[config.mk]
export PLATFORM = sky130hd
export DESIGN_NAME = pause_resolve
export DESIGN_NICKNAME = d
export VERILOG_FILES = /design/src/rtl/pause_pkg.sv /design/src/rtl/pause_req_decode.sv /design/src/rtl/pause_negotiate.sv /design/src/rtl/pause_wm_gen.sv /design/src/rtl/pause_resolve.sv
export SDC_FILE = /design/constraint.sdc
export NUM_CORES = 1
export LEC_CHECK = 0
export ABC_AREA = 1
export BUFFER_PORTS_ARGS = -buffer_cell sky130_fd_sc_hd__buf_2
export CORE_ASPECT_RATIO = 1.4
export CORE_MARGIN = 2
export CORE_UTILIZATION = 30
export CTS_CLUSTER_DIAMETER = 30
export DETAILED_ROUTE_END_ITERATION = 8
export HOLD_SLACK_MARGIN = 0.02
export PLACE_DENSITY_LB_ADDON = 0.3
export SLEW_MARGIN = 15
export SYNTH_ARGS = -nofsm -noshare
export SYNTH_HDL_FRONTEND = slang
export SYNTH_HIERARCHICAL = 1
export SYNTH_SLANG_ARGS = --single-unit
export TNS_END_PERCENT = 5
[constraint.sdc]
create_clock -name clk_i -period 1 [get_ports clk_i]
set_input_delay 0.2 -clock clk_i [delete_from_list [all_inputs] [get_ports clk_i]]
set_output_delay 0.2 -clock clk_i [all_outputs]
set_load 0.005 [all_outputs]
[src/rtl/pause_pkg.sv]
package pause_pkg;
  typedef enum logic [1:0] {
    PM_NONE = 2'd0,
    PM_RX   = 2'd1,
    PM_TX   = 2'd2,
    PM_FULL = 2'd3
  } pmode_e;

  localparam logic [2:0] REQ_AUTO = 3'd4;

  function automatic logic rx_en(pmode_e m);
    return (m == PM_RX) || (m == PM_FULL);
  endfunction

  function automatic logic tx_en(pmode_e m);
    return (m == PM_TX) || (m == PM_FULL);
  endfunction
endpackage

[src/rtl/pause_req_decode.sv]
module pause_req_decode
  import pause_pkg::*;
(
  input  logic [2:0] req_i,
  input  logic [1:0] cfg_pause_i,
  output pmode_e     eff_o,
  output logic       ok_o
);
  always_comb begin
    ok_o  = 1'b1;
    eff_o = PM_NONE;
    if (req_i < REQ_AUTO) begin
      eff_o = pmode_e'(req_i[1:0]);
    end else if (req_i == REQ_AUTO) begin
      // bit0 symmetric, bit1 asymmetric
      case (cfg_pause_i)
        2'b00:   eff_o = PM_NONE;
        2'b10:   eff_o = PM_TX;
        default: eff_o = PM_FULL;
      endcase
    end else begin
      ok_o = 1'b0;
    end
  end
endmodule

[src/rtl/pause_negotiate.sv]
module pause_negotiate
  import pause_pkg::*;
(
  input  logic   loc_sym_i,
  input  logic   loc_asym_i,
  input  logic   lp_sym_i,
  input  logic   lp_asym_i,
  input  pmode_e req_i,
  input  logic   strict_i,
  input  logic   serdes_i,
  input  logic   full_duplex_i,
  output pmode_e mode_o
);
  pmode_e table_mode;

  always_comb begin
    if (loc_sym_i && lp_sym_i) begin
      table_mode = (req_i == PM_FULL) ? PM_FULL : PM_RX;
    end else if (!loc_sym_i && loc_asym_i && lp_sym_i && lp_asym_i) begin
      table_mode = PM_TX;
    end else if (loc_sym_i && loc_asym_i && !lp_sym_i && lp_asym_i) begin
      table_mode = PM_RX;
    end else if (serdes_i) begin
      table_mode = PM_NONE;
    end else if (req_i == PM_NONE || req_i == PM_TX || strict_i) begin
      table_mode = PM_NONE;
    end else begin
      table_mode = PM_RX;
    end
  end

  // half duplex kills pause on copper only
  assign mode_o = (!serdes_i && !full_duplex_i) ? PM_NONE : table_mode;
endmodule

[src/rtl/pause_wm_gen.sv]
module pause_wm_gen
  import pause_pkg::*;
#(
  parameter int WM_W = 16
) (
  input  pause_pkg::pmode_e mode_i,
  input  logic              send_xon_i,
  input  logic [WM_W-1:0]   low_i,
  input  logic [WM_W-1:0]   high_i,
  output logic [WM_W:0]     low_o,
  output logic [WM_W-1:0]   high_o
);
  localparam int LOW_W = WM_W + 1;
  logic gate;

  assign gate = tx_en(mode_i);

  always_comb begin
    low_o  = '0;
    high_o = '0;
    if (gate) begin
      low_o  = LOW_W'({send_xon_i, low_i});
      high_o = high_i;
    end
  end
endmodule

[src/rtl/pause_resolve.sv]
module pause_resolve
  import pause_pkg::*;
#(
  parameter int WM_W = 16
) (
  input  logic            clk_i,
  input  logic            rst_ni,
  input  logic            resolve_i,
  input  logic            an_done_i,
  input  logic            loc_sym_i,
  input  logic            loc_asym_i,
  input  logic            lp_sym_i,
  input  logic            lp_asym_i,
  input  logic [2:0]      req_mode_i,
  input  logic [1:0]      cfg_pause_i,
  input  logic            strict_i,
  input  logic            serdes_i,
  input  logic            full_duplex_i,
  input  logic            send_xon_i,
  input  logic [WM_W-1:0] low_water_i,
  input  logic [WM_W-1:0] high_water_i,
  output logic [1:0]      mode_o,
  output logic            rx_pause_o,
  output logic            tx_pause_o,
  output logic [WM_W:0]   low_wm_o,
  output logic [WM_W-1:0] high_wm_o,
  output logic            cfg_err_o
);
  pmode_e          eff_req, res_mode, mode_q;
  logic            req_ok;
  logic [WM_W:0]   low_d, low_q;
  logic [WM_W-1:0] high_d, high_q;
  logic            rx_q, tx_q, err_q;

  pause_req_decode u_dec (
    .req_i       (req_mode_i),
    .cfg_pause_i (cfg_pause_i),
    .eff_o       (eff_req),
    .ok_o        (req_ok)
  );

  pause_negotiate u_neg (
    .loc_sym_i     (loc_sym_i),
    .loc_asym_i    (loc_asym_i),
    .lp_sym_i      (lp_sym_i),
    .lp_asym_i     (lp_asym_i),
    .req_i         (eff_req),
    .strict_i      (strict_i),
    .serdes_i      (serdes_i),
    .full_duplex_i (full_duplex_i),
    .mode_o        (res_mode)
  );

  pause_wm_gen #(.WM_W(WM_W)) u_wm (
    .mode_i     (res_mode),
    .send_xon_i (send_xon_i),
    .low_i      (low_water_i),
    .high_i     (high_water_i),
    .low_o      (low_d),
    .high_o     (high_d)
  );

  always_ff @(posedge clk_i or negedge rst_ni) begin
    if (!rst_ni) begin
      mode_q <= PM_NONE;
      rx_q   <= 1'b0;
      tx_q   <= 1'b0;
      low_q  <= '0;
      high_q <= '0;
      err_q  <= 1'b0;
    end else if (resolve_i) begin
      err_q <= !req_ok;
      if (an_done_i && req_ok) begin
        mode_q <= res_mode;
        rx_q   <= rx_en(res_mode);
        tx_q   <= tx_en(res_mode);
        low_q  <= low_d;
        high_q <= high_d;
      end
    end
  end

  assign mode_o     = mode_q;
  assign rx_pause_o = rx_q;
  assign tx_pause_o = tx_q;
  assign low_wm_o   = low_q;
  assign high_wm_o  = high_q;
  assign cfg_err_o  = err_q;
endmodule

==> results.json, run 1 <==
{
  "final_common_cell": "nand2_1",
  "endpoint_kind": "flip-flop",
  "ir_worst_vdd_uv": 572,
  "grt_pass1_vias": 1882,
  "ys_ff_latch": 38,
  "worstSetupStartpointType": "input port",
  "yosysSeqAreaShare": 0.453,
  "pwr_density_cell_nw_per_um2": 1250,
  "grt_max_degree": 39,
  "cts_tree": "done",
  "dp_slack_ns": -0.493,
  "die_area_um2": 7680,
  "p_leak_uw": 0.00187,
  "cts-buffers-inserted": 5,
  "setup_viol_count_final": 46,
  "clk_pin_slew_ns": 0.08,
  "setup_ws_ns": -0.239,
  "clockBufferDepth": 2,
  "maxCapViolCount": 0,
  "reg2reg_depth": 2,
  "port_buffers": 86,
  "antenna_found_initial": 0,
  "violations": "negative setup slack",
  "hold_violations": 0,
  "synthCells": 262,
  "synth_cell_types": 18,
  "min_to": "high_wm_o[15]",
  "layout_common_cells": "nand2_1, buf_2, dfrtp_1",
  "synth_top_area_share": 0.453,
  "drt-pass1-iter-count": 4,
  "via_count": 1965,
  "regToRegSetupSlack_ns": 0.37,
  "ant_nets": 0,
  "worstHoldStart": "resolve_i",
  "tns_ns": -7.09,
  "rsz0062_at_grt": "true",
  "die_h_um": 103,
  "hold_class": "in -> reg",
  "cts_htree_levels": 2,
  "fmax_ghz": 0.807,
  "grt_usage": 0.140,
  "syn-num-nets": 311,
  "outcome": "complete, but fails checks",
  "initial_utilization": 0.306,
  "synth.top_cells.by_area": "dfrtp_1, nand2_1, nand4_1",
  "place_hpwl_mm": 3.76,
  "ios": 87,
  "insertion_delay_ns": 0.28,
  "grt_pass1_wl_mm": 8.53,
  "skew_ns": 0,
  "period_needed_ns": 1.24,
  "core-area_um2": 6850,
  "overflow": 0,
  "synth.avg_cell_area_um2": 8.00,
  "slew_headroom": 0.828,
  "synth-warning-count": 6,
  "cts_root_buf": "clkbuf_8",
  "clock-sinks": 38,
  "hold_slack_ns": 0.229,
  "routabilityCongestion": 0.813,
  "worstReg2RegStart": "low_wm_o[13]",
  "drtIter0Drc": 49,
  "cp.required_ns": 1.23,
  "die_x_um": 74.7,
  "rows": 36,
  "layout-area-overhead-vs-synth_pct": 38.0,
  "path_class": "in -> reg",
  "wirelength_mm": 5.69,
  "wire_per_inst_um": 12.5,
  "antennaDiodeCount": 0,
  "slew_violations": 0,
  "r2r-end": "low_wm_o[13]",
  "fin_crit_sh": 1.24,
  "whs_path_depth": 3,
  "drc": 0,
  "syn_area_um2": 2100,
  "cp.arrival_ns": 1.47,
  "tightest_slew_ns": 0.256,
  "yosysTopAreaCell": "dfrtp_1",
  "nets": 408,
  "via_per_inst": 4.33,
  "cp_max_fo": 11,
  "drive_above_1_share": 0.409
}
cells by family (layout without fill, tap and decap cells):
group,Yosys count,count (layout),share of synthesized area
AOI/OAI and AO/OA,4,4,0.0113
buffers and inverters,58,155,0.176
DFF,38,38,0.453
and+or+nand+nor,162,162,0.359
sequential cells by signal (all words and copies together) (netlist names):
signal      flops
high_wm_o      16
mode_o          2
low_wm_o       17
cfg_err_o       1
tx_pause_o      1
rx_pause_o      1
area by class of cell:
class                      count  area [µm²]
fill                         744        3950
sequential                    38         951
multi-input combinational    166         851
timing repair buffer         109         748
inverter                      39         146
tap                           95         119
clock buffer                   5        68.8
clock inverter                 2        10.0
cells in the mapped netlist:
cell / count
clkbuf_8: 2
nand4_1: 35
o21ai_0: 1
nand3_4: 1
nor2_2: 2
buf_12: 1
nor3b_2: 1
nor2_1: 2
inv_1: 39
buf_8: 2
nand3_1: 4
nand2_2: 10
buf_6: 12
buf_2: 2
dfrtp_1: 38
nand2_1: 107
a21oi_1: 2
a21oi_2: 1
report_power, final:
group	internal, µW	leakage (µW)	switching [µW]
sequential	1680	0.000513	79.5
clock	468	0.0000438	529
combinational	412	0.00131	439
total	2560	0.00187	1050
timing repair:
| item | CTS | global route |
|---|---|---|
| setup buffers | 0 | 3 |
| gates resized for setup | 1 | 28 |
| hold buffers | 1 | 0 |
| pin swaps | 0 | 14 |
| endpoints found under the setup margin | 65 | 73 |
| endpoints found under the hold margin | 38 | 0 |
| cloned | 0 | 3 |
metal layers:
layer / up-vias / routed length (µm) / GRT usage
met1: 904 / 2250 / 0.170
met4: 0 / 19 / 0.0371
met5: - / 0 / 0
li1: 1006 / - / -
met2: 53 / 3110 / 0.248
met3: 2 / 311 / 0.0313
stage by stage:
step	util	power [µW]	instance area, µm²	instances
after floorplan	-	2180	2100	262
after global placement	0.383	2530	2620	440
after detailed placement	0.383	2540	2620	440
after CTS	0.397	3560	2720	448
after global routing	0.423	3800	2890	454
final	0.423	3600	2890	454
critical path, cell delays in order:
cell and delay [ns]:
buf_8 0.10, nor2_4 0.12, nand3_2 0.08, nand2_2 0.08, a21oi_2 0.07, nor3b_4 0.21, buf_4 0.17, clkbuf_16 0.15
nand2_1 0.05, inv_1 0.06, nand4_1 0.10, nand2_1 0.07
how the worst max path moves through the flow:
stage                       start           end  slack (ns)  depth (start not counted)
floorplan           req_mode_i[1]  high_wm_o[0]       -0.26                         11
global placement    req_mode_i[1]  low_wm_o[10]       -0.44                         11
detailed placement  req_mode_i[1]  low_wm_o[11]       -0.49                         11
CTS                 req_mode_i[1]  low_wm_o[11]       -0.17                         11
global route        req_mode_i[0]  high_wm_o[2]       -0.33                         12
finish              req_mode_i[0]  high_wm_o[0]       -0.24                         12
No activity file was read; power rests on OpenSTA's default activity.
==> run 2: changes to the inputs <==
--- a/config.mk
+++ b/config.mk
@@ -7,7 +7,6 @@
 export LEC_CHECK = 0
 export ABC_AREA = 1
 export BUFFER_PORTS_ARGS = -buffer_cell sky130_fd_sc_hd__buf_2
-export CORE_ASPECT_RATIO = 1.4
 export CORE_MARGIN = 2
 export CORE_UTILIZATION = 30
 export CTS_CLUSTER_DIAMETER = 30
==> results.json, run 2 (synthesized netlist as in run 1, its figures left out) <==
{
  "outcome": "complete, but fails checks",
  "violations": "negative setup slack",
  "cts-buffers-inserted": 5,
  "maxCapViolCount": 0,
  "cts_tree": "done",
  "antennaDiodeCount": 0,
  "cp.arrival_ns": 1.35,
  "die_area_um2": 7670,
  "final_common_cell": "nand2_1",
  "stdcell_count": 447,
  "p_int_uw": 2580,
  "initial_utilization": 0.309,
  "ant_nets": 0,
  "tightest_slew_ns": 0.256,
  "tns_ns": -3.54,
  "p_switching_uw": 1010,
  "placed_cell_area_um2": 2600,
  "skew_ns": 0,
  "port_buffers": 86,
  "slew_headroom": 0.829,
  "rows": 30,
  "insertion_delay_ns": 0.28,
  "endpoint_kind": "flip-flop",
  "path_class": "in -> reg",
  "grt_pass1_vias": 1805,
  "via_count": 1956,
  "p_leak_uw": 0.00179,
  "wirelength_mm": 5.04,
  "fillers": 730,
  "ir_worst_vdd_uv": 469,
  "regArea_um2": 951,
  "hold_class": "in -> reg",
  "layout_common_cells": "nand2_1, buf_2, inv_1",
  "drt-pass1-iter-count": 4,
  "dp_cells": 438,
  "rsz0062_at_grt": "true",
  "clockBufferDepth": 2,
  "clk_pin_slew_ns": 0.07,
  "nets": 399,
  "pwr_density_cell_nw_per_um2": 1310,
  "comb_power_share": 0.209,
  "final_cell_area_um2": 2740,
  "multiInputGateArea_um2": 811,
  "cts_root_buf": "clkbuf_8",
  "worstSetupStartpointType": "input port",
  "p_seq_frac": 0.488,
  "setup_ws_ns": -0.127,
  "die_x_um": 87.6,
  "largest_reg_flops": 17,
  "fmax_ghz": 0.887,
  "fin_crit_sh": 1.13,
  "cp.required_ns": 1.22,
  "cts_htree_levels": 2,
  "grt_usage": 0.133,
  "drive_above_1_share": 0.356,
  "post_cts_buffers": 0,
  "hold_violations": 0,
  "overflow": 0,
  "via_per_inst": 4.38,
  "setup_viol_count_final": 47,
  "routabilityCongestion": 0.713,
  "wire_per_inst_um": 11.3,
  "clock-sinks": 38,
  "drtIter0Drc": 52,
  "pwr-share-clk": 0.303,
  "slew_violations": 0,
  "layout-area-overhead-vs-synth_pct": 30.8,
  "grt_pass1_wl_mm": 8.11,
  "drc": 0,
  "switching_share": 0.281,
  "antenna_found_initial": 0,
  "period_needed_ns": 1.13,
  "core-area_um2": 6790,
  "ios": 87,
  "place_hpwl_mm": 3.47,
  "grt_max_degree": 39,
  "die_h_um": 87.6,
  "cp_max_fo": 19
}
-- run 2: cell count changes in the layout (fill, tap and decap cells not counted), sizes merged --
cell / delta
buf: -6
clkbuf: -1
clkinv: -1
-- run 2: worst max-delay path: stages --
cell and delay [ns]:
buf_6 0.10, nor2_4 0.11, nand3_1 0.08, nand2_1 0.07, a21oi_2 0.06, nor3b_4 0.22, buf_8 0.21, nand2_1 0.06
inv_1 0.05, nand4_1 0.09, nand2_1 0.07
-- run 2: path summary, 6_finish.rpt --
kind                       slack, ns  depth (start not counted)       startpoint            end
max in group asynchronous       0.40                          3           rst_ni  high_wm_o[13]
setup / recovery               -0.13                         11    req_mode_i[1]   high_wm_o[8]
setup reg to reg                0.35                          2        cfg_err_o      cfg_err_o
hold / removal                  0.24                          5  low_water_i[11]   low_wm_o[11]
min in group asynchronous       0.41                          3           rst_ni   high_wm_o[1]
hold reg to reg                 0.48                          2     high_wm_o[9]   high_wm_o[9]
-- run 2: area by class of cell --
type | count | area share
sequential | 38 | 0.347
multi-input combinational | 166 | 0.295
timing repair buffer | 100 | 0.228
inverter | 39 | 0.0534
tap | 96 | 0.0438
clock buffer | 7 | 0.0315
clock inverter | 1 | 0.00182
-- run 2: through the flow --
| step | hold WS (ns) | total power [µW] | setup WS, ns | util |
|---|---|---|---|---|
| floorplan | -0.0956 | 2180 | -0.257 | - |
| global placement | 0.187 | 2520 | -0.465 | 0.383 |
| CTS | 0.232 | 3650 | -0.117 | 0.402 |
| finish | 0.240 | 3590 | -0.127 | 0.404 |
| detailed placement | 0.186 | 2530 | -0.507 | 0.383 |
| global route | 0.249 | 3810 | -0.255 | 0.404 |
-- run 2: routing by layer --
metal / global-route usage / share of wire / up-vias
met4: 0.0490 / 0.014 / 0
li1: - / - / 992
met1: 0.168 / 0.45 / 893
met5: 0 / 0 / -
met2: 0.216 / 0.46 / 66
met3: 0.0386 / 0.077 / 5
-- run 2: what timing repair did --
item	in CTS	in global routing
gates resized for setup	6	3
endpoints found under the hold margin	38	0
pin swaps	0	1
hold buffers	1	0
endpoints found under the setup margin	65	73
-- run 2: power by group through the flow --
stage	combinational [µW]	sequential, µW	clock, µW
6_report	750	1750	1090
5_1_grt	851	1770	1180
4_1_cts	761	1760	1130
3_5_place_dp	744	1780	0
3_3_place_gp	738	1780	0
2_1_floorplan	387	1790	0
==> run 3: changes to the inputs <==
--- a/config.mk
+++ b/config.mk
@@ -11,6 +11,7 @@
 export CORE_UTILIZATION = 30
 export CTS_CLUSTER_DIAMETER = 30
 export DETAILED_ROUTE_END_ITERATION = 8
+export GPL_TIMING_DRIVEN = 0
 export HOLD_SLACK_MARGIN = 0.02
 export PLACE_DENSITY_LB_ADDON = 0.3
 export SLEW_MARGIN = 15
==> results.json, run 3 (synthesized netlist as in run 1, its figures left out) <==
{
  "p_int_uw": 2620,
  "tightest_slew_ns": 0.874,
  "grt_usage": 0.152,
  "via_per_inst": 4.40,
  "cts_tree": "done",
  "fin_crit_sh": 1.35,
  "skew_ns": 0,
  "drive_above_1_share": 0.429,
  "crit_path_cell_trace": "buf_8 > buf_4 > nand2_1 > nand2_2 > a21oi_2 > nor3b_2 > buf_4 > buf_4 > buf_4 > buf_4 > buf_4 > nand4_1 > nand2_1",
  "hold_class": "in -> async",
  "violations": "negative setup slack",
  "insertion_delay_ns": 0.28,
  "outcome": "complete, but fails checks",
  "rsz0062_at_grt": "true",
  "slew_headroom": 0.418,
  "hold_slack_ns": 0.0251,
  "critPathMostFrequentCell": "buf_4",
  "clk_pin_slew_ns": 0.08,
  "routabilityCongestion": 0.743,
  "endpoint_kind": "flip-flop",
  "ant_nets": 0,
  "grt_pass1_vias": 1938,
  "drtIter0Drc": 54,
  "port_buffers": 85,
  "fmax_ghz": 0.742,
  "hold_violations": 0,
  "worstReg2RegStart": "cfg_err_o",
  "p_seq_frac": 0.476,
  "cts_htree_levels": 2,
  "ios": 87,
  "setup_viol_count_final": 52,
  "pwr-share-clk": 0.272,
  "via_count": 2057,
  "drc": 0,
  "antenna_found_initial": 0,
  "place_hpwl_mm": 3.82,
  "largest_reg_flops": 17,
  "wire_per_inst_um": 12.4,
  "grt_max_degree": 39,
  "p_switching_uw": 1070,
  "die_area_um2": 7670,
  "p_leak_uw": 0.00192,
  "slowest_stage": "a21oi_2",
  "die_x_um": 87.6,
  "cp_max_fo": 2,
  "die_h_um": 87.6,
  "clockBufferDepth": 2,
  "layout_common_cells": "nand2_1, buf_2, dfrtp_1",
  "rows": 30,
  "overflow": 0,
  "cts-buffers-inserted": 5,
  "crit_start": "req_mode_i[1]",
  "slew_violations": 0,
  "p_total_uw": 3690,
  "comb_power_share": 0.252,
  "grt_pass1_wl_mm": 9.05,
  "initial_utilization": 0.309,
  "setup_ws_ns": -0.348,
  "wirelength_mm": 5.81,
  "max_stage_delay_ns": 0.14,
  "path_class": "in -> reg",
  "cts_root_buf": "clkbuf_8",
  "layout-area-overhead-vs-synth_pct": 43.4,
  "switching_share": 0.290,
  "cp.arrival_ns": 1.52,
  "final_common_cell": "nand2_1",
  "fillers": 683,
  "antennaDiodeCount": 0,
  "maxCapViolCount": 0,
  "period_needed_ns": 1.35,
  "pwr_density_cell_nw_per_um2": 1230,
  "holdBufCountCts": 0,
  "core-area_um2": 6790,
  "nets": 420,
  "ir_worst_vdd_uv": 466,
  "worstSetupStartpointType": "input port",
  "drt-pass1-iter-count": 4,
  "cp.required_ns": 1.17,
  "clock-sinks": 38
}
run 3: changes by cell type in the layout (fill, tap and decap cells not counted), sizes merged:
cell and change:
buf +18, clkbuf +2, clkinv +1, dlygate4sd3 -1
run 3: routing by layer:
| layer | up-vias | part of all wire | GRT usage |
|---|---|---|---|
| met5 | - | 0 | 0 |
| met4 | 0 | 0.0081 | 0.0503 |
| met3 | 2 | 0.044 | 0.0311 |
| met2 | 57 | 0.49 | 0.252 |
| met1 | 966 | 0.46 | 0.198 |
| li1 | 1032 | - | - |
run 3: per-stage QoR:
stage	setup slack, ns	std cells	area, µm²	setup TNS, ns	utilization
2_1_floorplan	-0.257	262	2100	-7.92	-
5_1_grt	-0.436	467	3010	-15.74	0.443
6_report	-0.348	467	3010	-11.05	0.443
4_1_cts	-0.241	463	2910	-8.19	0.429
3_3_place_gp	-0.535	443	2640	-17.06	0.389
3_5_place_dp	-0.551	443	2640	-17.81	0.389
run 3: repair_timing:
item | CTS | global route
resized for setup | 12 | 12
setup buffers | 12 | 2
pin swaps | 4 | 15
cloned | 1 | 2
hold endpoints to repair | 0 | 0
setup endpoints to repair | 67 | 75
run 3: layout make-up:
cell class	instances	area, µm²	area share
sequential	38	951	0.316
clock inverter	2	10.0	0.00333
inverter	39	146	0.0487
tap	96	120	0.0399
buffer	19	223	0.0740
timing repair buffer	102	666	0.221
multi-input combinational	166	823	0.274
clock buffer	5	68.8	0.0229
run 3: critical path: cells and delay by family:
kind | cells | cell delay (ns)
buffers and inverters | 7 | 0.84
AO/OA/AOI/OAI | 1 | 0.14
AND/OR/NAND/NOR | 5 | 0.34
run 3: power groups by stage:
stage,sequential [µW],clock [µW],combinational (µW)
after global placement,1780,0,761
after global routing,1770,1090,1030
after floorplan,1790,0,387
final,1760,1000,928
after CTS,1760,1050,881
after detailed placement,1780,0,771
run 3: final timing paths:
| kind | cells past startpoint | slack (ns) | to |
|---|---|---|---|
| min reg2reg | 2 | 0.47 | high_wm_o[9] |
| max in group asynchronous | 1 | 0.43 | high_wm_o[14] |
| max | 13 | -0.35 | tx_pause_o |
| min | 1 | 0.03 | low_wm_o[15] |
| max reg2reg | 2 | 0.37 | cfg_err_o |
| min in group clk_i | 3 | 0.21 | low_wm_o[9] |
